--- src/rtl/sbu_pkg.sv ---
package sbu_pkg;
    typedef enum logic [1:0] {LN_IDLE, LN_START, LN_DATA, LN_STOP} line_st_e;
    localparam int MIN_DIV = 16;
    localparam int NBITS   = 8;
endpackage

--- src/rtl/sbu_tx.sv ---
module sbu_tx
    import sbu_pkg::*;
#(
    parameter int DIV_W = 32
) (
    input  logic             clk,
    input  logic             rst_n,
    input  logic             load,
    input  logic [7:0]       din,
    input  logic [DIV_W-1:0] bit_len,
    output logic             ready,
    output logic             txd
);
    localparam int IDX_W = $clog2(NBITS);

    line_st_e         state_q, state_d;
    logic [DIV_W-1:0] cnt_q, len_q;
    logic [7:0]       sh_q;
    logic [IDX_W-1:0] idx_q;
    logic             bit_end;

    assign bit_end = (cnt_q == len_q - 1'b1);

    always_comb begin
        state_d = state_q;
        unique case (state_q)
            LN_IDLE:  if (load) state_d = LN_START;
            LN_START: if (bit_end) state_d = LN_DATA;
            LN_DATA:  if (bit_end && idx_q == IDX_W'(NBITS - 1)) state_d = LN_STOP;
            LN_STOP:  if (bit_end) state_d = LN_IDLE;
        endcase
    end

    always_ff @(posedge clk or negedge rst_n) begin
        if (!rst_n) state_q <= LN_IDLE;
        else        state_q <= state_d;
    end

    always_ff @(posedge clk or negedge rst_n) begin
        if (!rst_n) begin
            cnt_q <= '0;
            len_q <= DIV_W'(1);
            sh_q  <= '0;
            idx_q <= '0;
        end else if (state_q == LN_IDLE) begin
            if (load) begin
                len_q <= bit_len;
                sh_q  <= din;
                cnt_q <= '0;
                idx_q <= '0;
            end
        end else if (bit_end) begin
            cnt_q <= '0;
            if (state_q == LN_DATA) begin
                sh_q  <= sh_q >> 1;
                idx_q <= idx_q + 1'b1;
            end
        end else begin
            cnt_q <= cnt_q + 1'b1;
        end
    end

    always_comb begin
        ready = (state_q == LN_IDLE);
        unique case (state_q)
            LN_START: txd = 1'b0;
            LN_DATA:  txd = sh_q[0];
            default:  txd = 1'b1;
        endcase
    end

    // the holding logic only loads an idle shifter
    a_r3_load_when_idle: assert property (@(posedge clk) disable iff (!rst_n)
        load |-> state_q == LN_IDLE);
    // a started frame always runs through its data bits
    a_r3_start_to_data: assert property (@(posedge clk) disable iff (!rst_n)
        (state_q == LN_START && bit_end) |=> state_q == LN_DATA);
endmodule

--- src/rtl/sbu_rx.sv ---
module sbu_rx
    import sbu_pkg::*;
#(
    parameter int DIV_W = 32
) (
    input  logic             clk,
    input  logic             rst_n,
    input  logic             arm,
    input  logic             rxd,
    input  logic [DIV_W-1:0] bit_len,
    output logic             got,
    output logic [7:0]       dout
);
    localparam int IDX_W = $clog2(NBITS);

    line_st_e         state_q, state_d;
    logic [2:0]       sync_q;
    logic [DIV_W-1:0] cnt_q, len_q;
    logic [7:0]       sh_q;
    logic [IDX_W-1:0] idx_q;
    logic             bit_end, mid_pt, fall, line;

    assign line    = sync_q[1];
    assign fall    = sync_q[2] & ~sync_q[1];
    assign bit_end = (cnt_q == len_q - 1'b1);
    assign mid_pt  = (cnt_q == (len_q >> 1));

    always_comb begin
        state_d = state_q;
        unique case (state_q)
            LN_IDLE:  if (arm && fall) state_d = LN_START;
            LN_START: if (mid_pt) state_d = line ? LN_IDLE : LN_DATA;
            LN_DATA:  if (bit_end && idx_q == IDX_W'(NBITS - 1)) state_d = LN_STOP;
            LN_STOP:  if (bit_end) state_d = LN_IDLE;
        endcase
    end

    always_ff @(posedge clk or negedge rst_n) begin
        if (!rst_n) state_q <= LN_IDLE;
        else        state_q <= state_d;
    end

    always_ff @(posedge clk or negedge rst_n) begin
        if (!rst_n) begin
            sync_q <= 3'b111;
            cnt_q  <= '0;
            len_q  <= DIV_W'(MIN_DIV);
            sh_q   <= '0;
            idx_q  <= '0;
            got    <= 1'b0;
            dout   <= '0;
        end else begin
            sync_q <= {sync_q[1:0], rxd};
            got    <= 1'b0;
            unique case (state_q)
                LN_IDLE: begin
                    cnt_q <= '0;
                    idx_q <= '0;
                    len_q <= bit_len;
                end
                LN_START: cnt_q <= mid_pt ? '0 : cnt_q + 1'b1;
                LN_DATA: begin
                    if (bit_end) begin
                        cnt_q <= '0;
                        sh_q  <= {line, sh_q[7:1]};
                        idx_q <= idx_q + 1'b1;
                    end else cnt_q <= cnt_q + 1'b1;
                end
                LN_STOP: begin
                    if (bit_end) begin
                        cnt_q <= '0;
                        got   <= line;
                        dout  <= line ? sh_q : dout;
                    end else cnt_q <= cnt_q + 1'b1;
                end
            endcase
        end
    end

    // an unarmed receiver never leaves idle
    a_r7_unarmed_idle: assert property (@(posedge clk) disable iff (!rst_n)
        (state_q == LN_IDLE && !arm) |=> state_q == LN_IDLE);
    // a byte is only delivered out of the stop state
    a_r7_got_from_stop: assert property (@(posedge clk) disable iff (!rst_n)
        got |-> $past(state_q) == LN_STOP);
endmodule

--- src/rtl/sbuf_uart.sv ---
module sbuf_uart
    import sbu_pkg::*;
#(
    parameter int BUS_W = 32
) (
    input  logic             clk,
    input  logic             rst_n,
    input  logic             bus_valid,
    input  logic             bus_write,
    input  logic [2:0]       bus_waddr,
    input  logic [BUS_W-1:0] bus_wdata,
    output logic [BUS_W-1:0] bus_rdata,
    input  logic             ser_rx,
    output logic             ser_tx,
    output logic             irq_tx,
    output logic             irq_rx
);
    localparam int DIV_W = BUS_W;
    localparam logic [2:0] A_DATA = 3'd0, A_STAT = 3'd1, A_CTRL = 3'd2,
                           A_INT  = 3'd3, A_DIV  = 3'd4;

    logic [6:0]       ctrl_q;
    logic [DIV_W-1:0] div_q;
    logic [7:0]       txbuf_q, rxbuf_q;
    logic             txfull_q, rxfull_q;
    logic [1:0]       ovr_q;
    logic [3:0]       ist_q;

    logic wr, rd, div_ok, hs, tx_go, tx_ready, rx_got, txov_ev, rxov_ev, rx_store;
    logic [7:0]       rx_byte;
    logic [DIV_W-1:0] tx_len;
    logic [3:0]       ev;

    assign wr      = bus_valid & bus_write;
    assign rd      = bus_valid & ~bus_write;
    assign div_ok  = (div_q >= DIV_W'(MIN_DIV));
    assign hs      = ctrl_q[6];
    assign tx_len  = hs ? DIV_W'(1) : div_q;
    assign tx_go   = ctrl_q[0] & txfull_q & tx_ready & (div_ok | hs);
    assign txov_ev = wr & (bus_waddr == A_DATA) & txfull_q;
    assign rxov_ev = rx_got & rxfull_q;
    assign rx_store = rx_got & ~rxfull_q;
    assign ev      = {rxov_ev, txov_ev, rx_store, tx_go};

    sbu_tx #(.DIV_W(DIV_W)) u_tx (
        .clk(clk), .rst_n(rst_n), .load(tx_go), .din(txbuf_q),
        .bit_len(tx_len), .ready(tx_ready), .txd(ser_tx)
    );

    sbu_rx #(.DIV_W(DIV_W)) u_rx (
        .clk(clk), .rst_n(rst_n), .arm(ctrl_q[1] & div_ok), .rxd(ser_rx),
        .bit_len(div_q), .got(rx_got), .dout(rx_byte)
    );

    always_ff @(posedge clk or negedge rst_n) begin
        if (!rst_n) begin
            ctrl_q   <= '0;
            div_q    <= '0;
            txbuf_q  <= '0;
            rxbuf_q  <= '0;
            txfull_q <= 1'b0;
            rxfull_q <= 1'b0;
            ovr_q    <= '0;
            ist_q    <= '0;
        end else begin
            if (wr && bus_waddr == A_CTRL) ctrl_q <= bus_wdata[6:0];
            if (wr && bus_waddr == A_DIV)  div_q  <= bus_wdata;
            if (tx_go) txfull_q <= 1'b0;
            else if (wr && bus_waddr == A_DATA && !txfull_q) begin
                txfull_q <= 1'b1;
                txbuf_q  <= bus_wdata[7:0];
            end
            if (rx_store) begin
                rxfull_q <= 1'b1;
                rxbuf_q  <= rx_byte;
            end else if (rd && bus_waddr == A_DATA) rxfull_q <= 1'b0;
            ovr_q <= (ovr_q & ~((wr && bus_waddr == A_STAT) ? bus_wdata[3:2] : 2'b00))
                     | {rxov_ev, txov_ev};
            ist_q <= (ist_q & ~((wr && bus_waddr == A_INT) ? bus_wdata[3:0] : 4'b0000))
                     | (ev & ctrl_q[5:2]);
        end
    end

    always_comb begin
        bus_rdata = '0;
        case (bus_waddr)
            A_DATA:  bus_rdata[7:0] = rxbuf_q;
            A_STAT:  bus_rdata[3:0] = {ovr_q, rxfull_q, txfull_q};
            A_CTRL:  bus_rdata[6:0] = ctrl_q;
            A_INT:   bus_rdata[3:0] = ist_q;
            A_DIV:   bus_rdata      = div_q;
            default: bus_rdata      = '0;
        endcase
        irq_tx = ist_q[0] | ist_q[2];
        irq_rx = ist_q[1] | ist_q[3];
    end

    // a write into a full slot leaves it full with the old byte
    a_r6_full_kept: assert property (@(posedge clk) disable iff (!rst_n)
        (txov_ev && !tx_go) |=> (txfull_q && $stable(txbuf_q)));
    // transmit overrun flag is sticky until cleared
    a_r6_txov_sticky: assert property (@(posedge clk) disable iff (!rst_n)
        (ovr_q[0] && !(wr && bus_waddr == A_STAT && bus_wdata[2])) |=> ovr_q[0]);
    // receive overrun keeps the held byte
    a_r8_rx_held: assert property (@(posedge clk) disable iff (!rst_n)
        rxov_ev |=> $stable(rxbuf_q));
    // transmit interrupt status is sticky until cleared
    a_r9_int_sticky: assert property (@(posedge clk) disable iff (!rst_n)
        (ist_q[0] && !(wr && bus_waddr == A_INT && bus_wdata[0])) |=> ist_q[0]);
endmodule

--- config.mk ---
export PLATFORM = sky130hd
export DESIGN_NAME = sbuf_uart
export DESIGN_NICKNAME = d
export VERILOG_FILES = /design/src/rtl/sbu_pkg.sv /design/src/rtl/sbu_tx.sv /design/src/rtl/sbu_rx.sv /design/src/rtl/sbuf_uart.sv
export SDC_FILE = /design/constraint.sdc
export NUM_CORES = 1
export LEC_CHECK = 0
export ABC_CLOCK_PERIOD_IN_PS = 5100
export BUFFER_PORTS_ARGS = -buffer_cell sky130_fd_sc_hd__buf_2
export CAP_MARGIN = 15
export CORE_MARGIN = 2
export CORE_UTILIZATION = 40
export DETAILED_ROUTE_END_ITERATION = 10
export GPL_ROUTABILITY_DRIVEN = 0
export PLACE_DENSITY = 0.54
export SETUP_SLACK_MARGIN = 0.4
export SLEW_MARGIN = 20
export SYNTH_ARGS = -nofsm -noshare
export SYNTH_HDL_FRONTEND = slang
export SYNTH_SLANG_ARGS = --single-unit
--- constraint.sdc ---
create_clock -name clk -period 5.1 [get_ports clk]
set_clock_uncertainty 0.2 [all_clocks]
set_input_delay 0 -clock clk [delete_from_list [all_inputs] [get_ports clk]]
set_output_delay 0 -clock clk [all_outputs]
set_load 0.02 [all_outputs]
==> run_results.csv <==
group,metric,value,unit
status,status,"completed",
sta,whs,0.02663,ns
critical_path,cp_common_cell,"mux2_2",
critical_path,max_stage_delay,0.66,ns
sta,drv_slew,0,
global_routing,grt_pass1_vias,9840,
logic_synthesis,yosys-top-cells-count,"dfrtp_1 (224), nand2_1 (140), mux2_2 (108), nor2_1 (108), xnor2_1 (82)",
logic_synthesis,yosys.cell_count.top_type,"dfrtp_1",
global_routing,grt_max_degree,132,
cells_and_area,num_antenna_cells,0,
route,wl,34710,um
clock_tree,cts_max_level,1,
clock_tree,cts.clk_slew.worst_paths,0.06,ns
critical_path,worstSetupStartpointType,"register",
global_routing,antenna_found_initial,0,
critical_path,worstSetupPathType,"register to register",
logic_synthesis,synthesis.instances,1357,
logic_synthesis,ys_types,80,
clock_tree,cts_num_sinks,229,
critical_path,critPathCaptureType,"register",
sta,tightest_slew,1.109,ns
route,first_pass_iters,5,
critical_path,crit_chain,"inv_1 -> ha_1 -> nor3b_1 -> nand3_1 -> nor4_1 -> mux2_2 -> a22o_1 -> o21ai_0 -> or4_4 -> nor2b_2 -> mux2_2",
power_and_ir_drop,ir_drop,0.2980,mV
logic_synthesis,synth_edf_count,0,
logic_synthesis,yosysWarnings,0,
floorplanning,start_util,40.51,%
global_routing,grtUsageTotal,20.51,%
logic_synthesis,yosys.area.top_type,"dfrtp_1",
min_path,hp-class,"input pin to register",
power_and_ir_drop,p_total,7.895,mW
power_and_ir_drop,p_seq_share,36.7,%
sta,slew-limit-headroom,25.91,%
cells_and_area,nets,1475,
logic_synthesis,synth_area,13150,um2
route,antenna_left,0,
logic_synthesis,syn_nets,1409,
clock_tree,root_buffer,"clkbuf_16",
power_and_ir_drop,p_sw_share,38.06,%
cells_and_area,syn2layout_area_growth,15.98,%
logic_synthesis,synth_area_leaders,"dfrtp_1 (43%), mux2_2 (9.3%), xnor2_1 (5.5%)",
sta,setup_viol,0,
logic_synthesis,async_reset_ff_share,100.0,%
sta,worst_slack,0.7293,ns
placement,dpl.hpwl,23810,um
floorplanning,design.core.area,32450,um2
clock_tree,cts_tree,"built",
power_and_ir_drop,internal_power,4.890,mW
placement,dpl_worst_slack,0.5903,ns
route,vias,10270,
floorplanning,io_pins,75,
critical_path,cp_top_family,"simple AND/OR/NAND/NOR gates",
critical_path,cp_slowest_cell,"or4_4",
sta,fin_crit_sh,85.70,%
power_and_ir_drop,power_density,517.8,nW/um2
critical_path,required,5.32,ns
flow_run,cap_violations,0,
floorplanning,dieArea,34340,um2
power_and_ir_drop,p_leak,6.634,nW
critical_path,cp.arrival,4.59,ns
global_routing,grt_pass1_wl,55880,um
clock_tree,post_cts_buffers,0,
logic_synthesis,synth_seq_area_share,43.63,%
power_and_ir_drop,power_frac_comb,35.6,%
route,drt_first_iter_violations,766,
sta,rsz0062_at_grt,"false",
route,via_per_inst,5.446,
clock_tree,cts_buffer_depth,3,
power_and_ir_drop,p_sw,3.005,mW
sta,final-hold-violation-count,0,
route,avgRoutedWirePerCell,18.40,um
sta,max_freq,228.8,MHz
global_routing,grt.overflow.total,0,
sta,setup_tns,0,ns
critical_path,crit_fanout,12,
logic_synthesis,ys_ff_latch,229,
power_and_ir_drop,clkPwrFrac,27.7,%
clock_tree,clk_latency,0.54,ns
floorplanning,die_w,185.3,um
logic_synthesis,synth_ff_type,"dfrtp_1",
clock_tree,cts_buffers,27,
logic_synthesis,syn_avg_cell_area,9.689,um2
floorplanning,rows,66,
logic_synthesis,synth.top_cell.area_share,42.63,%
floorplanning,dieHeight,185.3,um
sta,post-route-min-period,4.371,ns
cells_and_area,post_route_cells_drive_above_1_share,19.39,%
route,drc_errors,0,
critical_path,crit_buf_inv,1,
placement,port_buffers,74,
## placed cells by master, fill, tap and decap left out, drive strengths merged, types with 5 or more instances in the layout
master	synthesis	routed
clkbuf	72	33
nor3	27	27
o31ai	7	7
clkinv	0	7
inv	30	31
nor2	109	109
dfrtp	224	224
xnor2	82	82
a22oi	5	5
xor2	63	63
mux2i	9	9
ha	12	12
a31oi	26	26
a211oi	6	6
nand4	23	23
nor3b	7	7
nor2b	10	10
a41oi	7	7
o21a	6	6
or3	6	6
nand2	140	140
bufinv	0	7
or4	17	17
nand3	46	46
dfstp	5	5
o21ai	75	75
dlygate4sd3	0	46
nor4	44	44
nand2b	12	12
and3	46	46
a22o	5	5
a21oi	37	37
mux2	117	117
buf	18	81
## tightest hold or removal path, cell delays in order
cell           delay, ns
dlygate4sd3_1       0.52
buf_2               0.09
mux2_2              0.13
## metrics by stage
step	util [%]	std cells	instance area, um2
global placement	42.32	1789	13740
CTS	46.94	1886	15230
floorplan	-	1357	13150
global route	46.99	1886	15250
detailed placement	42.32	1789	13740
finish	46.99	1886	15250
## timing repair
item | CTS | global route
resized for setup | 0 | 3
hold buffers | 47 | 0
setup endpoints to repair | 0 | 53
endpoints found under the hold margin | 154 | 0
## power by group through the flow
stage	Combinational, mW	Clock (mW)	Sequential (mW)
after global routing	3.13	2.32	2.97
after global placement	2.73	0	2.90
after CTS	2.81	2.24	2.88
after floorplan	2.39	0	2.57
final	2.81	2.19	2.90
after detailed placement	2.76	0	2.91
## worst paths after layout
check                      slack [ns]           start              to  cells past startpoint
setup / recovery                 0.73   u_rx.len_q[0]    u_rx.sh_q[0]                     11
hold / removal                   0.03   bus_wdata[26]       div_q[26]                      3
setup reg to reg                 0.73   u_rx.len_q[0]    u_rx.sh_q[0]                     11
hold reg to reg                  0.15  u_rx.sync_q[0]  u_rx.sync_q[1]                      0
max in group asynchronous        3.58           rst_n  u_tx.len_q[22]                      4
min in group asynchronous        0.38           rst_n  u_rx.sync_q[0]                      3
## logic make-up (layout without fill, tap and decap cells)
| logic type | count (synthesis) | count (layout) | synth area share (%) |
|---|---|---|---|
| XOR/XNOR | 145 | 145 | 9.659 |
| buffers and inverters | 120 | 207 | 4.016 |
| multiplexers | 128 | 128 | 11.31 |
| AND/OR/NAND/NOR | 513 | 513 | 19.99 |
| adder cells (fa/ha/maj) | 12 | 12 | 1.142 |
| flip-flops | 229 | 229 | 43.63 |
| AO/OA/AOI/OAI | 210 | 210 | 10.25 |
## layout make-up
| class | count | area, um2 |
|---|---|---|
| fillers | 3073 | 17210 |
| multi-input cells | 1008 | 6909 |
| flip-flops and latches | 229 | 5737 |
| repair buffers | 127 | 925.9 |
| clock buffers | 33 | 738.2 |
| well taps | 442 | 553.0 |
| clock inverters | 17 | 272.8 |
| inverters | 30 | 112.6 |
## registers in the layout, indices dropped and copies added, names as in the netlist, 7 cells and up, named ones only
signal      cells
rxbuf_q         8
txbuf_q         8
u_tx.cnt_q     32
ctrl_q          7
u_rx.sh_q       8
u_rx.dout       8
u_tx.len_q     32
u_tx.sh_q       8
u_rx.len_q     32
div_q          32
u_rx.cnt_q     32
## metal layers
| metal | track usage [%] | wire length [um] | vias up |
|---|---|---|---|
| li1 | - | - | 4954 |
| met1 | 29.79 | 16710 | 5044 |
| met2 | 31.46 | 15570 | 202 |
| met3 | 2.910 | 1271 | 71 |
| met4 | 6.508 | 1164 | 0 |
| met5 | 0 | 0 | - |
No activity file was read; power rests on OpenSTA's default activity.
